--- src/rtl/csd_pkg.sv ---
package csd_pkg;
  typedef enum logic [1:0] {
    MT_GENERAL = 2'd0,
    MT_FLASH   = 2'd1,
    MT_USER    = 2'd2,
    MT_RSVD    = 2'd3
  } mach_t;

  // Base word field positions decoded by the bank registers
  localparam int EN_BIT    = 0;
  localparam int MSEL_LSB  = 5;
  localparam int NUM_TYPES = 3;
endpackage

--- src/rtl/csd_bank_regs.sv ---
module csd_bank_regs #(
  parameter int NB = 8,
  parameter int AW = 32,
  parameter int CW = 17,
  localparam int IW = $clog2(NB),
  localparam int LSB = AW - CW
) (
  input  logic                  clk,
  input  logic                  rst_n,
  input  logic                  wr_en,
  input  logic                  busy,
  input  logic                  wr_opt,
  input  logic [IW-1:0]         wr_bank,
  input  logic [AW-1:0]         wr_data,
  output logic [NB-1:0][CW-1:0] base_q,
  output logic [NB-1:0][CW-1:0] mask_q,
  output logic [NB-1:0][1:0]    msel_q,
  output logic [NB-1:0]         en_q
);
  import csd_pkg::*;

  logic unused_wdata;
  assign unused_wdata = ^{wr_data[LSB-1:MSEL_LSB+2], wr_data[MSEL_LSB-1:EN_BIT+1]};

  for (genvar b = 0; b < NB; b++) begin : g_bank
    logic sel;
    assign sel = wr_en && !busy && (wr_bank == IW'(b));
    always_ff @(posedge clk) begin
      if (!rst_n) begin
        base_q[b] <= '0;
        mask_q[b] <= '0;
        msel_q[b] <= '0;
        en_q[b]   <= 1'b0;
      end else if (sel) begin
        if (wr_opt) begin
          mask_q[b] <= wr_data[AW-1:LSB];
        end else begin
          base_q[b] <= wr_data[AW-1:LSB];
          msel_q[b] <= wr_data[MSEL_LSB +: 2];
          en_q[b]   <= wr_data[EN_BIT];
        end
      end
    end
  end

  // writes arriving during an open transaction leave every bank untouched
  a_r8_write_ignored_busy: assert property (@(posedge clk) disable iff (!rst_n)
    (busy && wr_en) |=> ($stable(base_q) && $stable(mask_q) && $stable(msel_q) && $stable(en_q)));
endmodule

--- src/rtl/csd_match.sv ---
module csd_match #(
  parameter int NB = 8,
  parameter int AW = 32,
  parameter int CW = 17,
  localparam int LSB = AW - CW
) (
  input  logic [AW-1:0]         addr,
  input  logic [NB-1:0][CW-1:0] base,
  input  logic [NB-1:0][CW-1:0] mask,
  input  logic [NB-1:0][1:0]    msel,
  input  logic [NB-1:0]         en,
  output logic [NB-1:0]         hit
);
  import csd_pkg::*;

  logic [CW-1:0] tag;
  logic unused_lo;
  assign tag = addr[AW-1:LSB];
  assign unused_lo = ^addr[LSB-1:0];

  for (genvar b = 0; b < NB; b++) begin : g_cmp
    logic type_ok;
    assign type_ok = (msel[b] != MT_RSVD);
    assign hit[b]  = en[b] && type_ok && ((tag & mask[b]) == (base[b] & mask[b]));
  end
endmodule

--- src/rtl/csd_prio.sv ---
module csd_prio #(
  parameter int NB = 8,
  localparam int IW = $clog2(NB)
) (
  input  logic [NB-1:0] hit,
  output logic          any,
  output logic [IW-1:0] idx
);
  always_comb begin
    any = 1'b0;
    idx = '0;
    for (int i = NB - 1; i >= 0; i--) begin
      if (hit[i]) begin
        any = 1'b1;
        idx = IW'(i);
      end
    end
  end
endmodule

--- src/rtl/csd_owner_fsm.sv ---
module csd_owner_fsm #(
  parameter int NB = 8,
  localparam int IW = $clog2(NB)
) (
  input  logic          clk,
  input  logic          rst_n,
  input  logic          accept,
  input  logic          hit_any,
  input  logic [IW-1:0] hit_idx,
  input  logic [1:0]    hit_type,
  input  logic          done,
  output logic          busy,
  output logic          grant_valid,
  output logic          miss,
  output logic [IW-1:0] bank,
  output logic [1:0]    mtype,
  output logic [2:0]    owner
);
  import csd_pkg::*;

  always_ff @(posedge clk) begin
    if (!rst_n) begin
      busy        <= 1'b0;
      grant_valid <= 1'b0;
      miss        <= 1'b0;
      bank        <= '0;
      mtype       <= '0;
    end else begin
      grant_valid <= accept && hit_any;
      miss        <= accept && !hit_any;
      if (accept && hit_any) begin
        busy  <= 1'b1;
        bank  <= hit_idx;
        mtype <= hit_type;
      end else if (busy && done) begin
        busy <= 1'b0;
      end
    end
  end

  always_comb begin
    owner = '0;
    if (busy) begin
      case (mtype)
        MT_GENERAL: owner = 3'b001;
        MT_FLASH:   owner = 3'b010;
        MT_USER:    owner = 3'b100;
        default:    owner = 3'b000;
      endcase
    end
  end

  a_r6_owner_onehot: assert property (@(posedge clk) disable iff (!rst_n)
    $onehot0(owner));
  a_r6_grant_owns: assert property (@(posedge clk) disable iff (!rst_n)
    grant_valid |-> ($countones(owner) == 1));
  a_r6_grant_pulse: assert property (@(posedge clk) disable iff (!rst_n)
    grant_valid |=> !grant_valid);
  a_r6_hold_selection: assert property (@(posedge clk) disable iff (!rst_n)
    (busy && !done) |=> (busy && $stable(bank) && $stable(mtype) && $stable(owner)));
  a_r7_miss_no_grant: assert property (@(posedge clk) disable iff (!rst_n)
    miss |-> (!grant_valid && owner == 3'b000));
  a_r9_release: assert property (@(posedge clk) disable iff (!rst_n)
    (busy && done) |=> (owner == 3'b000));
  a_r8_no_accept_busy: assert property (@(posedge clk) disable iff (!rst_n)
    busy |-> !accept);
endmodule

--- src/rtl/cs_bank_decoder.sv ---
module cs_bank_decoder #(
  parameter int NB = 8,
  parameter int AW = 32,
  parameter int CW = 17,
  localparam int IW = $clog2(NB)
) (
  input  logic          clk,
  input  logic          rst_n,
  input  logic          cfg_we,
  input  logic          cfg_opt,
  input  logic [IW-1:0] cfg_bank,
  input  logic [AW-1:0] cfg_wdata,
  input  logic          req_valid,
  output logic          req_ready,
  input  logic [AW-1:0] req_addr,
  input  logic          xact_done,
  output logic          grant_valid,
  output logic [IW-1:0] grant_bank,
  output logic [1:0]    grant_type,
  output logic [2:0]    owner,
  output logic          miss
);
  import csd_pkg::*;

  logic [NB-1:0][CW-1:0] base_q, mask_q;
  logic [NB-1:0][1:0]    msel_q;
  logic [NB-1:0]         en_q;
  logic [NB-1:0]         hit_vec;
  logic                  hit_any;
  logic [IW-1:0]         hit_idx;
  logic                  busy;
  logic                  accept;

  assign req_ready = !busy;
  assign accept    = req_valid && req_ready;

  csd_bank_regs #(.NB(NB), .AW(AW), .CW(CW)) u_regs (
    .clk(clk), .rst_n(rst_n), .wr_en(cfg_we), .busy(busy), .wr_opt(cfg_opt),
    .wr_bank(cfg_bank), .wr_data(cfg_wdata),
    .base_q(base_q), .mask_q(mask_q), .msel_q(msel_q), .en_q(en_q)
  );

  csd_match #(.NB(NB), .AW(AW), .CW(CW)) u_match (
    .addr(req_addr), .base(base_q), .mask(mask_q), .msel(msel_q), .en(en_q),
    .hit(hit_vec)
  );

  csd_prio #(.NB(NB)) u_prio (
    .hit(hit_vec), .any(hit_any), .idx(hit_idx)
  );

  csd_owner_fsm #(.NB(NB)) u_fsm (
    .clk(clk), .rst_n(rst_n), .accept(accept), .hit_any(hit_any),
    .hit_idx(hit_idx), .hit_type(msel_q[hit_idx]), .done(xact_done),
    .busy(busy), .grant_valid(grant_valid), .miss(miss),
    .bank(grant_bank), .mtype(grant_type), .owner(owner)
  );

  logic [NB-1:0] rsvd_vec;
  for (genvar b = 0; b < NB; b++) begin : g_rsvd
    assign rsvd_vec[b] = (msel_q[b] == MT_RSVD);
  end

  a_r3_lowest_wins: assert property (@(posedge clk) disable iff (!rst_n)
    hit_any |-> (hit_vec[hit_idx] &&
                 ((hit_vec & ((NB'(1) << hit_idx) - NB'(1))) == '0)));
  a_r4_disabled_silent: assert property (@(posedge clk) disable iff (!rst_n)
    (hit_vec & ~en_q) == '0);
  a_r5_reserved_silent: assert property (@(posedge clk) disable iff (!rst_n)
    (hit_vec & rsvd_vec) == '0);
  a_r7_ready_on_miss: assert property (@(posedge clk) disable iff (!rst_n)
    miss |-> req_ready);
endmodule

--- config.mk ---
export PLATFORM = sky130hd
export DESIGN_NAME = cs_bank_decoder
export DESIGN_NICKNAME = d
export VERILOG_FILES = /design/src/rtl/csd_pkg.sv /design/src/rtl/csd_bank_regs.sv /design/src/rtl/csd_match.sv /design/src/rtl/csd_prio.sv /design/src/rtl/csd_owner_fsm.sv /design/src/rtl/cs_bank_decoder.sv
export SDC_FILE = /design/constraint.sdc
export NUM_CORES = 1
export LEC_CHECK = 0
export BUFFER_PORTS_ARGS = -buffer_cell sky130_fd_sc_hd__buf_2
export CORE_UTILIZATION = 50
export CTS_CLUSTER_DIAMETER = 200
export DETAILED_ROUTE_END_ITERATION = 8
export PLACE_DENSITY = 0.74
export SYNTH_ARGS = -nofsm -noshare
export SYNTH_HDL_FRONTEND = slang
export SYNTH_HIERARCHICAL = 1
export SYNTH_SLANG_ARGS = --single-unit
export TNS_END_PERCENT = 50
--- constraint.sdc ---
create_clock -name clk -period 10.2 [get_ports clk]
set_input_delay 2.04 -clock clk [delete_from_list [all_inputs] [get_ports clk]]
set_output_delay 2.04 -clock clk [all_outputs]
set_load 0.05 [all_outputs]
==> flow_summary_export.csv <==
group,metric,value,unit
finish,multi_input_area,0.006668,mm2
setup_path,endpoint_kind,"flop",
placed_design,dp_slack,4854,ps
setup_path,arrival,5300,ps
yosys,synth_mux_area_share,23.25,%
sta,worstMarginPinSlew,1107,ps
routing,vias_per_cell,5.542,
yosys,synth_cell_types,40,
power_and_ir_drop,peakVddDrop,154.6,uV
setup_path,reg2reg_depth,12,
global_routing,antenna_found_initial,1,
routing,drt_iter0_markers,756,
yosys,synthAdderAreaFrac,0,%
global_routing,grt_pass1_vias,9109,
sta,hold_violations,0,
clock_tree,tritoncts,"done",
clock_tree,postCtsSetupRepairBufs,0,
run_status,status,"finished clean",
floorplan,io-pin-count,84,
clock_tree,cts_inserted_buffers,30,
setup_path,max_stage_delay,750,ps
clock_tree,cts_hold_buf,0,
power_and_ir_drop,power_density,170.1,mW/mm2
routing,drc,0,
finish,nNetsFinal,1413,
sta,fin_crit_sh,47.70,%
sta,setup_violations,0,
yosys,synth_ff_type,"dfxtp_1",
setup_path,rrSetupSlack,6810,ps
placed_design,port_buffers,56,
finish,most-common-layout-cells,"nand2_1, dfxtp_1, mux2i_1, xor2_1, a22oi_1",
clock_tree,ctsHtreeMaxLevel,1,
setup_path,crit_type,"input pin to flop",
placed_design,dpl-instance-area,0.01358,mm2
routing,vias,9405,
routing,antenna_left,0,
yosys,synth-async-reset-ratio,0,%
floorplan,die_h,165.0,um
sta,skew,19.48,ps
global_routing,gr-total-overflow,0,
finish,final_common_cell,"nand2_1",
yosys,synth-simple-area-share,13.10,%
floorplan,coreArea,0.02606,mm2
sta,relSlewSlack,26.18,%
routing,post_drt_wl_per_cell,19.91,um
clock_tree,clk_pin_slew_worst_paths,60,ps
setup_path,slowest_stage,"nor3_1",
clock_tree,cts_resized,0,
floorplan,row_count,59,
yosys,syn_area,0.01329,mm2
yosys,synth_top_family_by_area,"multiplexers",
finish,area.sequential,0.006086,mm2
sta,fmax,205.5,MHz
setup_path,crit_top_cell,"nand4_1",
floorplan,start_util,51.00,%
worst_hold_path,holdPathStages,2,
run,max-cap-violations,0,
finish,diodes,0,
floorplan,die_x,165.0,um
power_and_ir_drop,power.leakage,6.729,nW
finish,finalInstanceArea,0.01457,mm2
sta,fin_crit,4865,ps
finish,fill_cells,2258,
yosys,seq_area_frac_synth,45.79,%
routing,routed_wl,33790,um
yosys,synth_compound_area_share,4.717,%
setup_path,cp.required,10630,ps
clock_tree,cts_num_sinks,304,
clock_tree,cts_max_path_buffers,3,
setup_path,cp-start-kind,"input pin",
placed_design,gp_congestion,0.8835,
yosys,ys_ff_latch,304,
yosys,ys_warn_count,6,
clock_tree,worstSkewPairLatency,570,ps
global_routing,grt_max_degree,97,
setup_path,path_max_fanout,8,
finish,drive_gt1_share,10.28,%
clock_tree,root_buffer,"clkbuf_16",
sta,rsz0062_at_grt,"no",
global_routing,grt_pass1_wl,51730,um
routing,first_pass_iters,5,
worst_hold_path,min-delay-path-class,"flop to flop",
yosys,synth_edf_count,0,
yosys,syn-instance-count,1338,
sta,final.setup.tns,0,ps
yosys,syn-num-nets,1411,
setup_path,path_cells,"buf_2, xor2_1, a22oi_1, nand4_1, nor3_1, o21bai_1, o41ai_1, buf_4, mux4_1, mux2_2, nand4_1, o21ai_0",
finish,synthToLayoutAreaGrowth,9.612,%
sta,setup_ws,5335,ps
floorplan,die_area,0.02724,mm2
global_routing,grt_usage,25.06,%
sta,drv_slew,0,
yosys,synth_xor_area_share,8.963,%
placed_design,dpl.hpwl,21490,um
yosys,avgSynthCellArea,9.933,um2
-- state kept, by name (all words and copies together) (netlist names) --
signal             count
u_fsm/bank             3
u_fsm/busy             1
u_fsm/grant_valid      1
u_fsm/miss             1
u_fsm/mtype            2
u_regs/base_q        136
u_regs/en_q            8
u_regs/mask_q        136
u_regs/msel_q         16
-- where the power goes --
group          internal, mW  switching, mW  total (mW)
registers              1.20        0.00911        1.21
logic                0.0467          0.110       0.156
clock network         0.649          0.460        1.11
total                  1.90          0.579        2.48
-- cell usage after synthesis (3+ instances only) --
cell	n	area share (%)
a21boi_0	8	0.45
nor3b_1	3	0.17
nand2_2	3	0.14
a22oi_1	60	3.4
dfxtp_1	304	46
clkbuf_1	49	1.4
nor4_2	5	0.47
nor2b_1	7	0.33
o21ai_0	6	0.23
a22oi_2	4	0.38
mux4_1	4	0.79
buf_4	14	0.79
nor2_1	5	0.14
xor2_1	136	9.0
buf_6	12	1.0
nand2_1	355	10
mux2i_1	296	22
nor3_1	4	0.15
nand4_1	17	0.80
buf_2	23	0.87
-- final timing paths --
path / start / endpoint
max: req_addr[24] / u_fsm/mtype[0]
min: u_regs/en_q[0] / u_regs/en_q[0]
max reg2reg: u_regs/base_q[65] / u_fsm/mtype[0]
min reg2reg: u_regs/en_q[0] / u_regs/en_q[0]
-- metal layers --
layer | vias up | share of wire, % | GRT usage, %
li1 | 4510 | - | -
met4 | 2 | 2.8 | 7.923
met3 | 60 | 5.0 | 3.842
met5 | - | 0.050 | 0
met2 | 225 | 46 | 41.00
met1 | 4608 | 46 | 33.75
-- per-stage QoR --
| stage | hold slack [ps] | util [%] | total power, mW | cells |
|---|---|---|---|---|
| 3_3_place_gp | 438.9 | 52.10 | 1.390 | 1643 |
| 4_1_cts | 457.7 | 55.90 | 2.492 | 1697 |
| 2_1_floorplan | 430.9 | - | 1.347 | 1338 |
| 5_1_grt | 467.2 | 55.90 | 2.554 | 1697 |
| 6_report | 456.6 | 55.90 | 2.478 | 1697 |
| 3_5_place_dp | 447.5 | 52.10 | 1.393 | 1643 |
-- cell type report --
| type | instances | area share [%] |
|---|---|---|
| Sequential cell | 304 | 41.78 |
| Tap cell | 335 | 2.877 |
| Timing Repair Buffer | 70 | 2.714 |
| Inverter | 2 | 0.05153 |
| Multi-Input combinational cell | 932 | 45.77 |
| Clock inverter | 8 | 0.6957 |
| Clock buffer | 46 | 6.115 |
-- critical path: cells and delay by family --
kind,cells,cell delay [ps]
and+or+nand+nor,3,1110
muxes,2,790
AOI/OAI and AO/OA,4,670
buffers and inverters,2,530
xor gates and xnor gates,1,130
-- logic make-up (layout without fill, tap and decap cells) --
kind of cell,Yosys count,count (layout)
compound gates,83,83
mux,302,302
flops,304,304
buf+inv,102,126
simple gates,411,411
xor+xnor,136,136
Note: power is estimated with default switching activity, not from simulation.
